## config.mk

```make
export PLATFORM = sky130hd
export DESIGN_NAME = mash_modulator
export DESIGN_NICKNAME = d
export VERILOG_FILES = /design/src/rtl/mash_pkg.sv /design/src/rtl/mash_stage.sv /design/src/rtl/mash_cancel.sv /design/src/rtl/mash_modulator.sv
export SDC_FILE = /design/constraint.sdc
export NUM_CORES = 1
export LEC_CHECK = 0
export BUFFER_PORTS_ARGS = -buffer_cell sky130_fd_sc_hd__buf_2
export CORE_MARGIN = 3
export CORE_UTILIZATION = 60
export CTS_CLUSTER_SIZE = 28
export DETAILED_ROUTE_END_ITERATION = 6
export HOLD_SLACK_MARGIN = 0.08
export PLACE_DENSITY = 0.79
export SYNTH_ARGS = -nofsm -noshare
export SYNTH_HDL_FRONTEND = slang
export SYNTH_SLANG_ARGS = --single-unit
```

## constraint.sdc

```tcl
create_clock -name clk -period 25.1 [get_ports clk]
set_clock_uncertainty 0.05 [all_clocks]
set_input_delay 0 -clock clk [delete_from_list [all_inputs] [get_ports clk]]
set_output_delay 0 -clock clk [all_outputs]
set_load 0.05 [all_outputs]
```

## src/rtl/mash_pkg.sv

```systemverilog
// Shared types and constants for the MASH modulator.
// Assumes four resolution codes spaced evenly from a minimum width.
package mash_pkg;

    // Cascade order encoding, matches the order_sel pin.
    typedef enum logic {
        ORD_2 = 1'b0,
        ORD_3 = 1'b1
    } order_e;

    // Configuration captured at reset or clear.
    typedef struct packed {
        order_e     order;
        logic [1:0] res;
    } cfg_t;

    localparam int RES_MIN  = 12;
    localparam int RES_STEP = 4;
    localparam int OFF_W    = 4;   // signed offset width, covers -3..+4

endpackage

```

## src/rtl/mash_stage.sv

```systemverilog
// One first-order accumulator stage of the cascade.
// The accumulator is MSB-aligned in FRAC_W bits. Bits below the active
// resolution are held at zero by the mask, so the carry out of bit FRAC_W
// behaves like the carry of a w-bit accumulator that wraps at 2^w.
// Assumes din is already masked. A disabled stage holds zero and gives no carry.
module mash_stage #(
    parameter int FRAC_W = 24
) (
    input  logic              clk,
    input  logic              rst_n,
    input  logic              clear,
    input  logic              en,
    input  logic [FRAC_W-1:0] mask,
    input  logic [FRAC_W-1:0] din,
    output logic              carry,
    output logic [FRAC_W-1:0] resid
);

    logic [FRAC_W-1:0] acc_q;
    logic [FRAC_W:0]   sum;

    // Add input to stored residue; split into carry and new residue.
    always_comb begin
        sum   = {1'b0, acc_q} + {1'b0, din};
        carry = en & sum[FRAC_W];
        resid = en ? (sum[FRAC_W-1:0] & mask) : '0;
    end

    // Store the residue for the next edge; cleared by reset or clear.
    always_ff @(posedge clk) begin
        if (!rst_n || clear) begin
            acc_q <= '0;
        end else if (en) begin
            acc_q <= resid;
        end
    end


    unused_bits_chk: assert property (@(posedge clk) disable iff (!rst_n)
        (acc_q & ~mask) == '0);


    zero_input_hold_chk: assert property (@(posedge clk) disable iff (!rst_n)
        (!clear && en && din == '0) |=> acc_q == $past(acc_q));


    stage_clear_chk: assert property (@(posedge clk) disable iff (!rst_n)
        clear |=> acc_q == '0);

endmodule

```

## src/rtl/mash_cancel.sv

```systemverilog
// Error-cancellation network. It turns the stage carries into one signed
// offset: c1 + (1-z^-1)c2, plus (1-z^-1)^2 c3 in third order.
// Assumes c3 is zero whenever second order is selected.
module mash_cancel
    import mash_pkg::*;
(
    input  logic                    clk,
    input  logic                    rst_n,
    input  logic                    clear,
    input  order_e                  order,
    input  logic                    c1,
    input  logic                    c2,
    input  logic                    c3,
    output logic signed [OFF_W-1:0] offset
);

    logic c2_d, c3_d, c3_dd;
    logic signed [OFF_W-1:0] t2, t3;

    // Delay line for the carries of stages two and three.
    always_ff @(posedge clk) begin
        if (!rst_n || clear) begin
            c2_d  <= 1'b0;
            c3_d  <= 1'b0;
            c3_dd <= 1'b0;
        end else begin
            c2_d  <= c2;
            c3_d  <= c3;
            c3_dd <= c3_d;
        end
    end

    // Combine the differenced carries into the offset.
    always_comb begin
        t2 = $signed({3'b000, c2}) - $signed({3'b000, c2_d});
        t3 = $signed({3'b000, c3}) - $signed({2'b00, c3_d, 1'b0})
           + $signed({3'b000, c3_dd});
        offset = $signed({3'b000, c1}) + t2 + ((order == ORD_3) ? t3 : '0);
    end


    offset_range2_chk: assert property (@(posedge clk) disable iff (!rst_n)
        (order == ORD_2) |-> (offset >= -1 && offset <= 2));


    offset_range3_chk: assert property (@(posedge clk) disable iff (!rst_n)
        (order == ORD_3) |-> (offset >= -3 && offset <= 4));


    idle_third_chk: assert property (@(posedge clk) disable iff (!rst_n)
        (order == ORD_2) |-> (!c3 && !c3_d && !c3_dd));

endmodule

```

## src/rtl/mash_modulator.sv

```systemverilog
// Top of the MASH modulator. It captures the configuration on reset or
// clear, masks the fractional word to the chosen resolution, runs the
// accumulator cascade and registers integer part + offset as the modulus.
// Assumes int_part >= 3, so the modulus never goes negative.
module mash_modulator
    import mash_pkg::*;
#(
    parameter int INT_W     = 8,
    parameter int FRAC_W    = 24,
    parameter int RES_SEL_W = 2
) (
    input  logic                 clk,
    input  logic                 rst_n,
    input  logic                 clear,
    input  logic [INT_W-1:0]     int_part,
    input  logic [FRAC_W-1:0]    frac_word,
    input  logic                 order_sel,
    input  logic [RES_SEL_W-1:0] res_sel,
    output logic [INT_W:0]       modulus
);

    localparam int NSTAGE = 3;
    localparam int OUT_W  = INT_W + 1;

    cfg_t                    cfg_q;
    logic [FRAC_W-1:0]       res_mask;
    logic [FRAC_W-1:0]       chain [0:NSTAGE];
    logic [NSTAGE-1:0]       carries;
    logic signed [OFF_W-1:0] offset;
    logic [OUT_W-1:0]        off_ext;

    // Configuration register: loads only during reset or clear.
    always_ff @(posedge clk) begin
        if (!rst_n || clear) begin
            cfg_q.order <= order_e'(order_sel);
            cfg_q.res   <= res_sel;
        end
    end

    // MSB-aligned mask that keeps the top RES_MIN + RES_STEP*res bits.
    always_comb begin
        res_mask = {FRAC_W{1'b1}} << (FRAC_W - (RES_MIN + RES_STEP * int'(cfg_q.res)));
    end

    assign chain[0] = frac_word & res_mask;

    // Accumulator cascade; the third stage runs only in third order.
    for (genvar k = 0; k < NSTAGE; k++) begin : g_stage
        logic stage_en;
        assign stage_en = (k < 2) ? 1'b1 : (cfg_q.order == ORD_3);
        mash_stage #(.FRAC_W(FRAC_W)) u_stage (
            .clk   (clk),
            .rst_n (rst_n),
            .clear (clear),
            .en    (stage_en),
            .mask  (res_mask),
            .din   (chain[k]),
            .carry (carries[k]),
            .resid (chain[k+1])
        );
    end

    mash_cancel u_cancel (
        .clk    (clk),
        .rst_n  (rst_n),
        .clear  (clear),
        .order  (cfg_q.order),
        .c1     (carries[0]),
        .c2     (carries[1]),
        .c3     (carries[2]),
        .offset (offset)
    );

    // Sign-extend the offset to the output width for modular addition.
    assign off_ext = {{(OUT_W-OFF_W){offset[OFF_W-1]}}, offset};

    // Output register: the integer part alone on clear, otherwise plus offset.
    always_ff @(posedge clk) begin
        if (!rst_n || clear) begin
            modulus <= {1'b0, int_part};
        end else begin
            modulus <= {1'b0, int_part} + off_ext;
        end
    end


    clear_output_chk: assert property (@(posedge clk) disable iff (!rst_n)
        clear |=> modulus == {1'b0, $past(int_part)});


    cfg_hold_chk: assert property (@(posedge clk) disable iff (!rst_n)
        !clear |=> $stable(cfg_q));


    output_near_int_chk: assert property (@(posedge clk) disable iff (!rst_n)
        (!clear && !$past(clear)) |-> ($signed({1'b0, modulus}) - $signed({2'b00, $past(int_part)}) >= -3
                    && $signed({1'b0, modulus}) - $signed({2'b00, $past(int_part)}) <= 4));

endmodule

```

==> Word level (Yosys, flattened, before mapping) <==
Cells that the tools add are included.
{ "op_classes": {"add_sub_neg": 11, "mul": 0, "n_div": 0, "n_lt_le_gt_ge": 0, "eq_ne": 0, "shifts": 1, "muxes": 2, "bitwise_logic": 5, "reduce_logical": 2} }
{ "ops": {"columns": ["op", "count"], "rows": [
  ["$and A24 B24 Y24", 4],
  ["$add A24 B24 Y25", 3],
  ["$shl A24 B32 Y24 const A", 1],
  ["$add A8 B9 Y9", 1],
  ["$mux W8", 1],
  ["$sub A5 B5 Y6 const A", 1],
  ["$add A4 B4 Y5 const A", 1],
  ["$add A1 B4 Y4", 1],
  ["$add A4 B2 Y4", 1],
  ["$add A4 B4 Y4", 1],
  ["$mux W4", 1],
  ["$sub A1 B2 Y3", 1],
  ["$sub A1 B1 Y2", 1],
  ["$and A1 B1 Y1", 1],
  ["$logic_not A1 Y1", 1],
  ["$logic_or A1 B1 Y1", 1]
]} }
{ "totals": {"regBits": 87, "latch_bits": 0, "ramBits": 0, "romBits": 0, "input_bits": 38, "out_inout_bits": 9, "elab_cells": 31, "n_memories": 0} }

==> Depth between registers and ports, before layout <==
Gate-level depths: netlist of run 1.
{ "logic_depth": {"ltp_word": 16, "depth_mapped": 44, "depth_no_buf": 42} }

==> Modules after synthesis <==
A second synthesis of run 1 with hierarchy kept.
{ "unflattened": {"hier_cells": 1020, "hier_area_um2": 8244.2} }
{ "modules_own_cells": {"columns": ["module", "n_inst", "cells_each", "area_per_inst_um2", "seq_area_each_um2"], "rows": [
  ["mash_stage at g_stage[0].u_stage ...", 2, 304, 2419.8, 480.5],
  ["mash_stage at g_stage[2].u_stage", 1, 271, 2192.1, 480.5],
  ["mash_modulator", 1, 109, 918.4, 270.3],
  ["mash_cancel", 1, 32, 294.0, 60.1]
]} }

==> Least setup slack after synthesis of run 1 <==
OpenSTA, ideal clock, no wires.
{ "synth_path": {"kind": "flip-flop to flip-flop", "start": "register cfg_q[1] in the netlist's numbering", "end": "register modulus[8]", "setup_ns": 0.115, "arrival_time_ns": 8.170, "t_required_ns": 24.935, "setup_slack_ns": 16.765, "path_stages_with_launch": 41, "n_path_buf": 2, "period_less_slack_ns": 8.335, "path_cell_list": "edfxtp_1 clkbuf_1 and3_1 ha_1 fa_1 a211o_1 o211ai_1 nand2_1 a31o_2 a21oi_1 xnor2_1 and2_1 ha_1 a41o_1 a21oi_2 o21ai_1 a221o_1 a41oi_2 (+5 left out) a21oi_1 o21ai_0 a221oi_1 o21ai_0 ha_1 nand2_1 fa_1 inv_1 fa_1 fa_1 a21oi_1 nor2_1 nor2_1 o21ai_0 a21o_1 a21oi_1 xnor2_1 and2_1"} }
{ "synth_rtl": {"columns": ["element", "line_no", "text"], "rows": [
  ["start, declared", "mash_modulator.sv:25", "cfg_t cfg_q;"],
  ["end signal, assigned", "mash_modulator.sv:80", "modulus <= {1'b0, int_part};"],
  ["end signal, assigned", "mash_modulator.sv:82", "modulus <= {1'b0, int_part} + off_ext;"],
  ["end, declared", "mash_modulator.sv:19", "output logic [INT_W:0] modulus"]
]} }

==> metrics, run 1 <==
GRT Residual Overflow 0; register bit count reported by yosys 87; Detailed Routing Iterations Pass 1 5; met2 usage between 40% and 50%; multi-input combinational cell area 4770 µm²; dpl hpwl roughly 12000 µm; RePlAce Congestion 0.917; Resized Gates After CTS 0; initial antenna violation count 0; hold_ws 0.129 ns; DIE AREA 12600 µm²; Setup Viol. Count Final 0; Syn Inst Count 829; TritonCTS clock tree yes; # rows 38; Clock Tree Buf Depth 2; Nets around 990; port bufs 46; max-cap viol count 0; CTS HTree Levels 3; vias per cell 6.12; clock sinks 87; total CTS buffers 9; met1 Usage GRT roughly 31%; vias post-DR approximately 6100; top_reg_cell synth dfxtp_1; area leader, netlist dfxtp_1; outcome complete, no violations; Pwr Density 70.6 nW/µm²; dominant cells by area after synthesis dfxtp_1 25%, ha_1 16%, a21oi_1 5.4%, and2_1 5.2%, xnor2_1 4.9%; vias in the first global route between 6000 and 7000; die width between 100 and 150 µm; CP Capture Type flop; EDFF count, synth 3; routed length per placed instance 15.9 µm; Critical Path Start Type flop; Pleak 3.64 nW; Synth Cell Area 6770 µm²; RSZ-0062 raised after global routing no; critical path's largest stage delay 0.87 ns; GR peak layer met2; # fillers 898; Final ANT Viol Nets 0; worst setup margin 15.71 ns; CTS root buffer clkbuf_16; CTS hold repair buffers 11; worst hold path class input port to flop; top-count cell post-synth ha_1; drt first-iter violations 364; Hold Violations, Final 0; slowest stage cell, crit path edfxtp_1; postcts setup bufs 0; Synth cell types 59; clock slew at reported path FFs 0.06 ns; register area 1770 µm²; Total GRT Usage 25.7%; Commonest cells post-synth 86 x ha_1, 84 x dfxtp_1, 77 x nand2_1; register area share after synthesis 26.2%; Die H 112 µm; largest net degree at the start of global routing 55; Warnings, synthesis 0; final period utilization 37.4%; layout cells sized above 1 8.61%; Clock Latency Late Sink 0.35 ns; syn_area_per_cell 8.16 µm²; grt met3 use 4.85%; transition time of the tightest slew-check pin between 0.8 and 0.9 ns; Data arrival, critical path 9.59 ns; Achievable Freq 107 MHz; Syn Nets 959; Min-Delay Path Depth 4; Async SR Flop Fraction 0%; worst reg2reg path depth 39; Critical Path RT ~25 ns; Ant. Diodes 0; slew margin rel. about two fifths; global-route wire length before repair 27000 µm; # IOs 47; top cell type's share of synthesized area about a quarter; area delta synth->final 9.60%; pre-CTS WS 15.83 ns; Crit Path Max Fanout 33; Residual DRC 0; post-layout min period 9.39 ns; max-slew violation count 0; final setup TNS 0 ns; core area 10900 µm²; VDD IR-drop max 0.0429 mV; initial core utilization between 60% and 70%; Post-Route WL about 16000 µm; critical path class flop to flop
## layout make-up
cell class / instances / share of cell area [%]
clock buffer: 15 / 3.75
tap: 140 / 2.36
inverter: 18 / 0.911
multi-input combinational: 680 / 64.3
timing repair buffer: 59 / 4.79
sequential: 87 / 23.9
## cell usage in the layout, fill, tap and decap left out, types with 3 or more instances in the layout
master / instances
nor2b_1: 6
a221oi_1: 3
xor2_1: 29
a211oi_1: 10
fa_1: 6
nor2_1: 53
or2_2: 3
inv_1: 16
a41oi_1: 3
o21a_1: 5
nand3_1: 29
and3_1: 24
and2_1: 56
o21bai_1: 14
o21ai_0: 43
clkbuf_16: 9
buf_2: 46
a31o_2: 4
nor3_1: 10
a31oi_1: 8
a21oi_1: 73
clkbuf_8: 3
o211ai_1: 5
a311oi_1: 3
nand2_1: 77
dfxtp_1: 84
mux2i_1: 4
a21o_1: 42
dlygate4sd3_1: 11
nand4_1: 8
edfxtp_1: 3
o21ai_1: 4
xnor2_1: 38
clkbuf_1: 3
ha_1: 86
## through the flow
step	area [µm²]	cells	power (mW)	util (%)
floorplan	6770	829	0.342	-
global placement	7030	973	0.382	64.3
detailed placement	7030	973	0.390	64.3
CTS	7420	999	0.522	67.8
global route	7420	999	0.556	67.8
finish	7420	999	0.523	67.8
## logic make-up (layout without fill, tap and decap cells)
logic type | after synthesis | in the layout | synth area share [%]
multiplexers | 5 | 5 | 0.758
AND/OR/NAND/NOR | 276 | 276 | 20.1
adder cells (fa/ha/maj) | 92 | 92 | 17.7
XOR/XNOR | 67 | 67 | 8.67
flip-flops | 87 | 87 | 26.2
buffers and inverters | 62 | 92 | 3.46
AO/OA/AOI/OAI | 240 | 240 | 23.1
## registers in the layout, summed over array words and instances (netlist names)
register / flops
modulus: 9
u_cancel.c2_d: 1
u_cancel.c3_dd: 1
cfg_q: 2
g_stage.stage_en: 1
u_cancel.c3_d: 1
g_stage.u_stage.acc_q: 72
## routing by layer
metal | up-vias | part of all wire (%) | routed length [µm]
li1 | 3019 | - | -
met1 | 2792 | 44 | 6980
met2 | 256 | 47 | 7510
met3 | 44 | 5.9 | 937
met4 | 0 | 3.0 | 480
met5 | - | 0 | 0
## path summary, 6_finish.rpt
kind                                                                   to  slack (ns)                                       from
worst max-delay path                                modulus[8]$_SDFF_PP0_       15.71                         cfg_q[1]$_DFFE_PP_
worst min-delay path              g_stage[0].u_stage.acc_q[19]$_SDFF_PP0_        0.13                              frac_word[19]
worst max register to register                      modulus[8]$_SDFF_PP0_       15.71                         cfg_q[1]$_DFFE_PP_
worst min register to register  g_stage[2].u_stage.acc_q[23]$_SDFFE_PP0P_        0.41  g_stage[2].u_stage.acc_q[23]$_SDFFE_PP0P_
## worst max-delay path, delay by kind of cell, from the launching register on
family | cells | cell delay, ns
buffers and inverters | 1 | 0.10
AND/OR/NAND/NOR | 7 | 1.01
flip-flops | 1 | 0.87
adder cells (fa/ha/maj) | 7 | 2.57
XOR/XNOR | 3 | 0.47
AO/OA/AOI/OAI | 21 | 4.18
## power by group
group          switching (mW)  leakage (nW)  total, mW  internal [mW]
Sequential            0.00731         0.716      0.159          0.152
Clock                  0.0547         0.136      0.130         0.0749
Combinational           0.142          2.79      0.235         0.0927
Power figures use the tool's default switching activity.
==> inputs of run 2 (changes only) <==
CORE_UTILIZATION = 56   (was 60)
PLACE_DENSITY = 0.78   (was 0.79)
clock period = 8.6 ns   (was 25.1 ns; I/O delays follow)
==> run 2 against run 1 <==
  * Die area is 6.8% higher
  * Power grew to 3.3 times the previous value
  * Cell count is 3.2% higher
  * Flip-flop and latch count stayed put
  * Clock power grew to 3.4 times the previous value
  * Register-to-register slack worse by 16 ns
  * Via count is 2.0% higher
  * Fmax is 11% higher
  * First-iteration DRC count is 35% higher
  * Critical path depth stayed put
==> metrics, run 2 (same netlist as run 1, synthesis figures left out) <==
number of cells after detailed placement 989; die width 116 µm; max FFs per register 72; # rows 39; Critical Path RT between 8 and 9 ns; initial antenna violation count 0; GRT Residual Overflow 0; Die H around 120 µm; Hold Violations, Final 0; Reg with most FFs g_stage.u_stage.acc_q; Post-Route WL 17200 µm; DIE AREA around 13000 µm²; vias post-DR 6235; Design Area, Final 7940 µm²; Final ANT Viol Nets 0; Total GRT Usage approximately 25%; most common cell after layout, fill and taps aside dfxtp_1; Detailed Routing Iterations Pass 1 5; Setup Viol. Count Final 0; Pleak approximately 3.8 nW; core area 11600 µm²; Clock Latency Late Sink 0.35 ns; global-route wire length before repair 27200 µm; port bufs 46; TritonCTS clock tree yes; commonest cells after routing, fill and taps aside 84 x dfxtp_1, 76 x nand2_1, 75 x ha_1; Ant. Diodes 0; area delta synth->final 17.3%; Residual DRC 0; outcome complete, no violations; routed length per placed instance between 15 and 20 µm; drt first-iter violations 491; largest net degree at the start of global routing 55; CP Capture Type flop; vias in the first global route approximately 6000; max-cap viol count 0; clock sinks 87; Critical Path Start Type flop; slowest stage cell, crit path fa_2; post-route insts no fill 1031; VDD IR-drop max 0.117 mV; Pwr Density 215 nW/µm²; Data arrival, critical path 8.63 ns; slew margin rel. 41.6%; total CTS buffers 9; dpl hpwl 11900 µm; layout cells sized above 1 17.5%; Top Registers g_stage.u_stage.acc_q x72, modulus x9, cfg_q x2; final period utilization 98.2%; CTS HTree Levels 3; post-place instance area 7130 µm²; Top cell by count, worst path fa_2; CTS root buffer clkbuf_16; initial core utilization 58.3%; Clock Tree Buf Depth 2; # IOs 47; critical path class flop to flop; Nets between 1000 and 1500; clock slew at reported path FFs approximately 0.07 ns; RePlAce Congestion 0.970; post-layout min period 8.44 ns; worst hold path class input port to flop; transition time of the tightest slew-check pin 0.875 ns; Crit Path Max Fanout 5; critical path's largest stage delay 0.47 ns; vias per cell 6.05; Achievable Freq 118 MHz; max-slew violation count 0
[run 2: cell types whose count changed in the layout (fill, tap and decap cells not counted), sizes merged]
cell	delta
clkbuf	-2
bufinv	+2
buf	+28
clkinv	+1
[run 2: worst max-delay path: cells and delay by family (launching register included)]
kind / cells / cell delay (ns)
compound gates: 19 / 3.42
xor+xnor: 3 / 0.48
fa+ha+maj: 8 / 2.70
buf+inv: 2 / 0.24
flops: 1 / 0.45
simple gates: 7 / 0.95
[run 2: area by class of cell]
type,instances,area [µm²]
inverter,18,67.6
multi-input combinational,680,5020
timing repair buffer,87,566
fill,920,3680
tap,143,179
clock inverter,3,65.1
clock buffer,13,270
sequential,87,1770
[run 2: final timing paths]
kind                                                                from                                  endpoint  slack (ns)  cells past startpoint
worst max-delay path                                  cfg_q[1]$_DFFE_PP_                     modulus[8]$_SDFF_PP0_        0.16                     39
worst min-delay path                                       frac_word[23]   g_stage[0].u_stage.acc_q[23]$_SDFF_PP0_        0.13                      4
worst max register to register                        cfg_q[1]$_DFFE_PP_                     modulus[8]$_SDFF_PP0_        0.16                     39
worst min register to register  g_stage[2].u_stage.acc_q[9]$_SDFFE_PP0P_  g_stage[2].u_stage.acc_q[9]$_SDFFE_PP0P_        0.42                      2
[run 2: routing by layer]
metal	GRT usage (%)	share of wire, %
met1	31.8	45
met2	41.5	48
met3	3.81	5.0
met4	11.1	2.5
met5	0	0
[run 2: repair_timing]
action,CTS,global route
buffers inserted,1,14
pin swaps,2,35
hold buffers,11,0
endpoints found under the setup margin,2,6
endpoints found under the hold margin,11,0
resized for setup,8,57
[run 2: where the power goes]
part	switching, mW	internal [mW]
registers	0.0197	0.443
logic	0.459	0.344
clock network	0.166	0.278
[run 2: metrics by stage]
| step | utilization, % | total power [mW] | setup WS (ns) | setup TNS, ns | hold slack, ns |
|---|---|---|---|---|---|
| 4_1_cts | 65.5 | 1.62 | 0.00945 | 0 | 0.121 |
| 2_1_floorplan | - | 0.997 | 0.265 | 0 | 0.0489 |
| 5_1_grt | 68.3 | 1.81 | -0.167 | -0.313 | 0.139 |
| 3_5_place_dp | 61.4 | 1.16 | -0.0786 | -0.143 | 0.143 |
| 6_report | 68.3 | 1.71 | 0.156 | 0 | 0.129 |
| 3_3_place_gp | 61.4 | 1.14 | 0.120 | 0 | 0.134 |
==> inputs of run 3 (changes only) <==
CORE_UTILIZATION = 60   (was 56)
PLACE_DENSITY = 0.79   (was 0.78)
clock period = 10.6 ns   (was 8.6 ns; I/O delays follow)
==> run 3 against run 2 <==
  * Register-to-register slack better by 1.0 ns
  * Routed wire length decreased by 8.4%
  * Via count decreased by 1.4%
  * Critical path depth increased by 1
  * Die area shrank 6.3%
  * Worst setup slack better by 1.0 ns
  * Critical path type unchanged
  * Critical endpoint is now modulus[7]$_DFF_P_
  * Largest cell class unchanged
  * Largest power group unchanged
  * Highest routed layer unchanged
==> metrics, run 3 (same netlist as run 1, synthesis figures left out) <==
outcome complete, no violations; slowest stage cell, crit path edfxtp_1; critical path class flop to flop; Pleak 3.66 nW; commonest cells after routing, fill and taps aside 86 x ha_1, 84 x dfxtp_1, 77 x nand2_1; Data arrival, critical path 9.58 ns; slew margin rel. 40.6%; Pwr Density 167 nW/µm²; layout cells sized above 1 9.07%; RePlAce Congestion 0.917; Final ANT Viol Nets 0; TritonCTS clock tree yes; Resized Gates After CTS 0; min-delay src frac_word[19]; Top Registers g_stage.u_stage.acc_q x72, modulus x9, cfg_q x2; crit path from cfg_q[1]$_DFFE_PP_; postcts setup bufs 0; core area 10900 µm²; Ant. Diodes 0; global-route wire length before repair 26900 µm; clock slew at reported path FFs ~0.060 ns; post-layout util 68.0%; Setup Viol. Count Final 0; transition time of the tightest slew-check pin 0.890 ns; Crit Path Max Fanout 33; RSZ-0062 raised after global routing no; vias per cell 6.15; die width roughly 110 µm; Nets 985; Detailed Routing Iterations Pass 1 5; initial core utilization between 60% and 70%; VDD IR-drop max between 0.1 and 0.15 mV; largest net degree at the start of global routing 55; critical path's largest stage delay 0.74 ns; Post-Route WL about 16000 µm; vias post-DR between 6000 and 7000; initial antenna violation count 0; CTS HTree Levels 3; DIE AREA 12600 µm²; max FFs per register slightly above 70; drt first-iter violations 395; area delta synth->final 9.86%; vias in the first global route between 6000 and 7000; Critical Path RT 10.77 ns; reg2reg start cfg_q[1]$_DFFE_PP_; CTS hold repair buffers 11; CP Capture Type flop; post-layout min period between 9 and 10 ns; Hold Violations, Final 0; Clock Tree Buf Depth 2; worst hold path class input port to flop; GRT Residual Overflow 0; pre-CTS WS 1.28 ns; total CTS buffers 9; # IOs between 40 and 50; # rows 38; clock sinks 87; Critical Path Start Type flop; routed length per placed instance between 15 and 20 µm; Reg with most FFs g_stage.u_stage.acc_q; final period utilization 88.8%; register area 1770 µm²; Top cell by count, worst path a21oi_1; most common cell after layout, fill and taps aside ha_1; Total GRT Usage between 20% and 30%; max-cap viol count 0; final setup TNS 0 ns; CTS root buffer clkbuf_16; # fillers 909; Die H 112 µm; worst setup margin 1.19 ns; dpl hpwl around 12000 µm; Achievable Freq 106 MHz; max-slew violation count 0; multi-input combinational cell area 4770 µm²; Clock Latency Late Sink 0.35 ns; Residual DRC 0; port bufs 46
-- run 3: layout make-up --
cell class,count,share of cell area [%]
Clock buffer,13,3.77
Clock inverter,3,0.202
Inverter,18,0.909
Multi-Input combinational cell,680,64.1
Tap cell,140,2.36
Timing Repair Buffer,59,4.78
Sequential cell,87,23.8
-- run 3: worst max-delay path, delay by kind of cell, from the launching register on --
kind	cells	cell delay, ns
AOI/OAI and AO/OA	22	4.07
xor gates and xnor gates	3	0.52
adders and majority gates	8	2.95
buffers and inverters	1	0.10
DFF	1	0.74
and+or+nand+nor	6	0.87
-- run 3: layer usage --
metal / global-route usage [%] / wire length, µm
met1: 32.1 / 7130
met2: 43.6 / 7390
met3: 3.72 / 808
met4: 10.7 / 441
met5: 0 / 0
-- run 3: worst paths after layout --
kind	to	slack [ns]	depth (start not counted)
setup / recovery	modulus[7]$_DFF_P_	1.19	40
hold / removal	g_stage[0].u_stage.acc_q[19]$_SDFF_PP0_	0.14	4
setup reg to reg	modulus[7]$_DFF_P_	1.19	40
hold reg to reg	g_stage[2].u_stage.acc_q[19]$_SDFFE_PP0P_	0.41	2
-- run 3: report_power, final --
| group | switching (mW) | internal, mW |
|---|---|---|
| sequential | 0.0175 | 0.360 |
| clock | 0.131 | 0.183 |
| combinational | 0.332 | 0.219 |
| total | 0.480 | 0.762 |
-- run 3: through the flow --
step | instance area (µm²) | hold WS [ns] | power (mW) | std cells
after global routing | 7430 | 0.200 | 1.32 | 1000
after global placement | 7030 | 0.127 | 0.904 | 973
after floorplan | 6770 | 0.0489 | 0.809 | 829
after CTS | 7430 | 0.132 | 1.24 | 1000
after detailed placement | 7030 | 0.133 | 0.922 | 973
final | 7430 | 0.139 | 1.24 | 1000
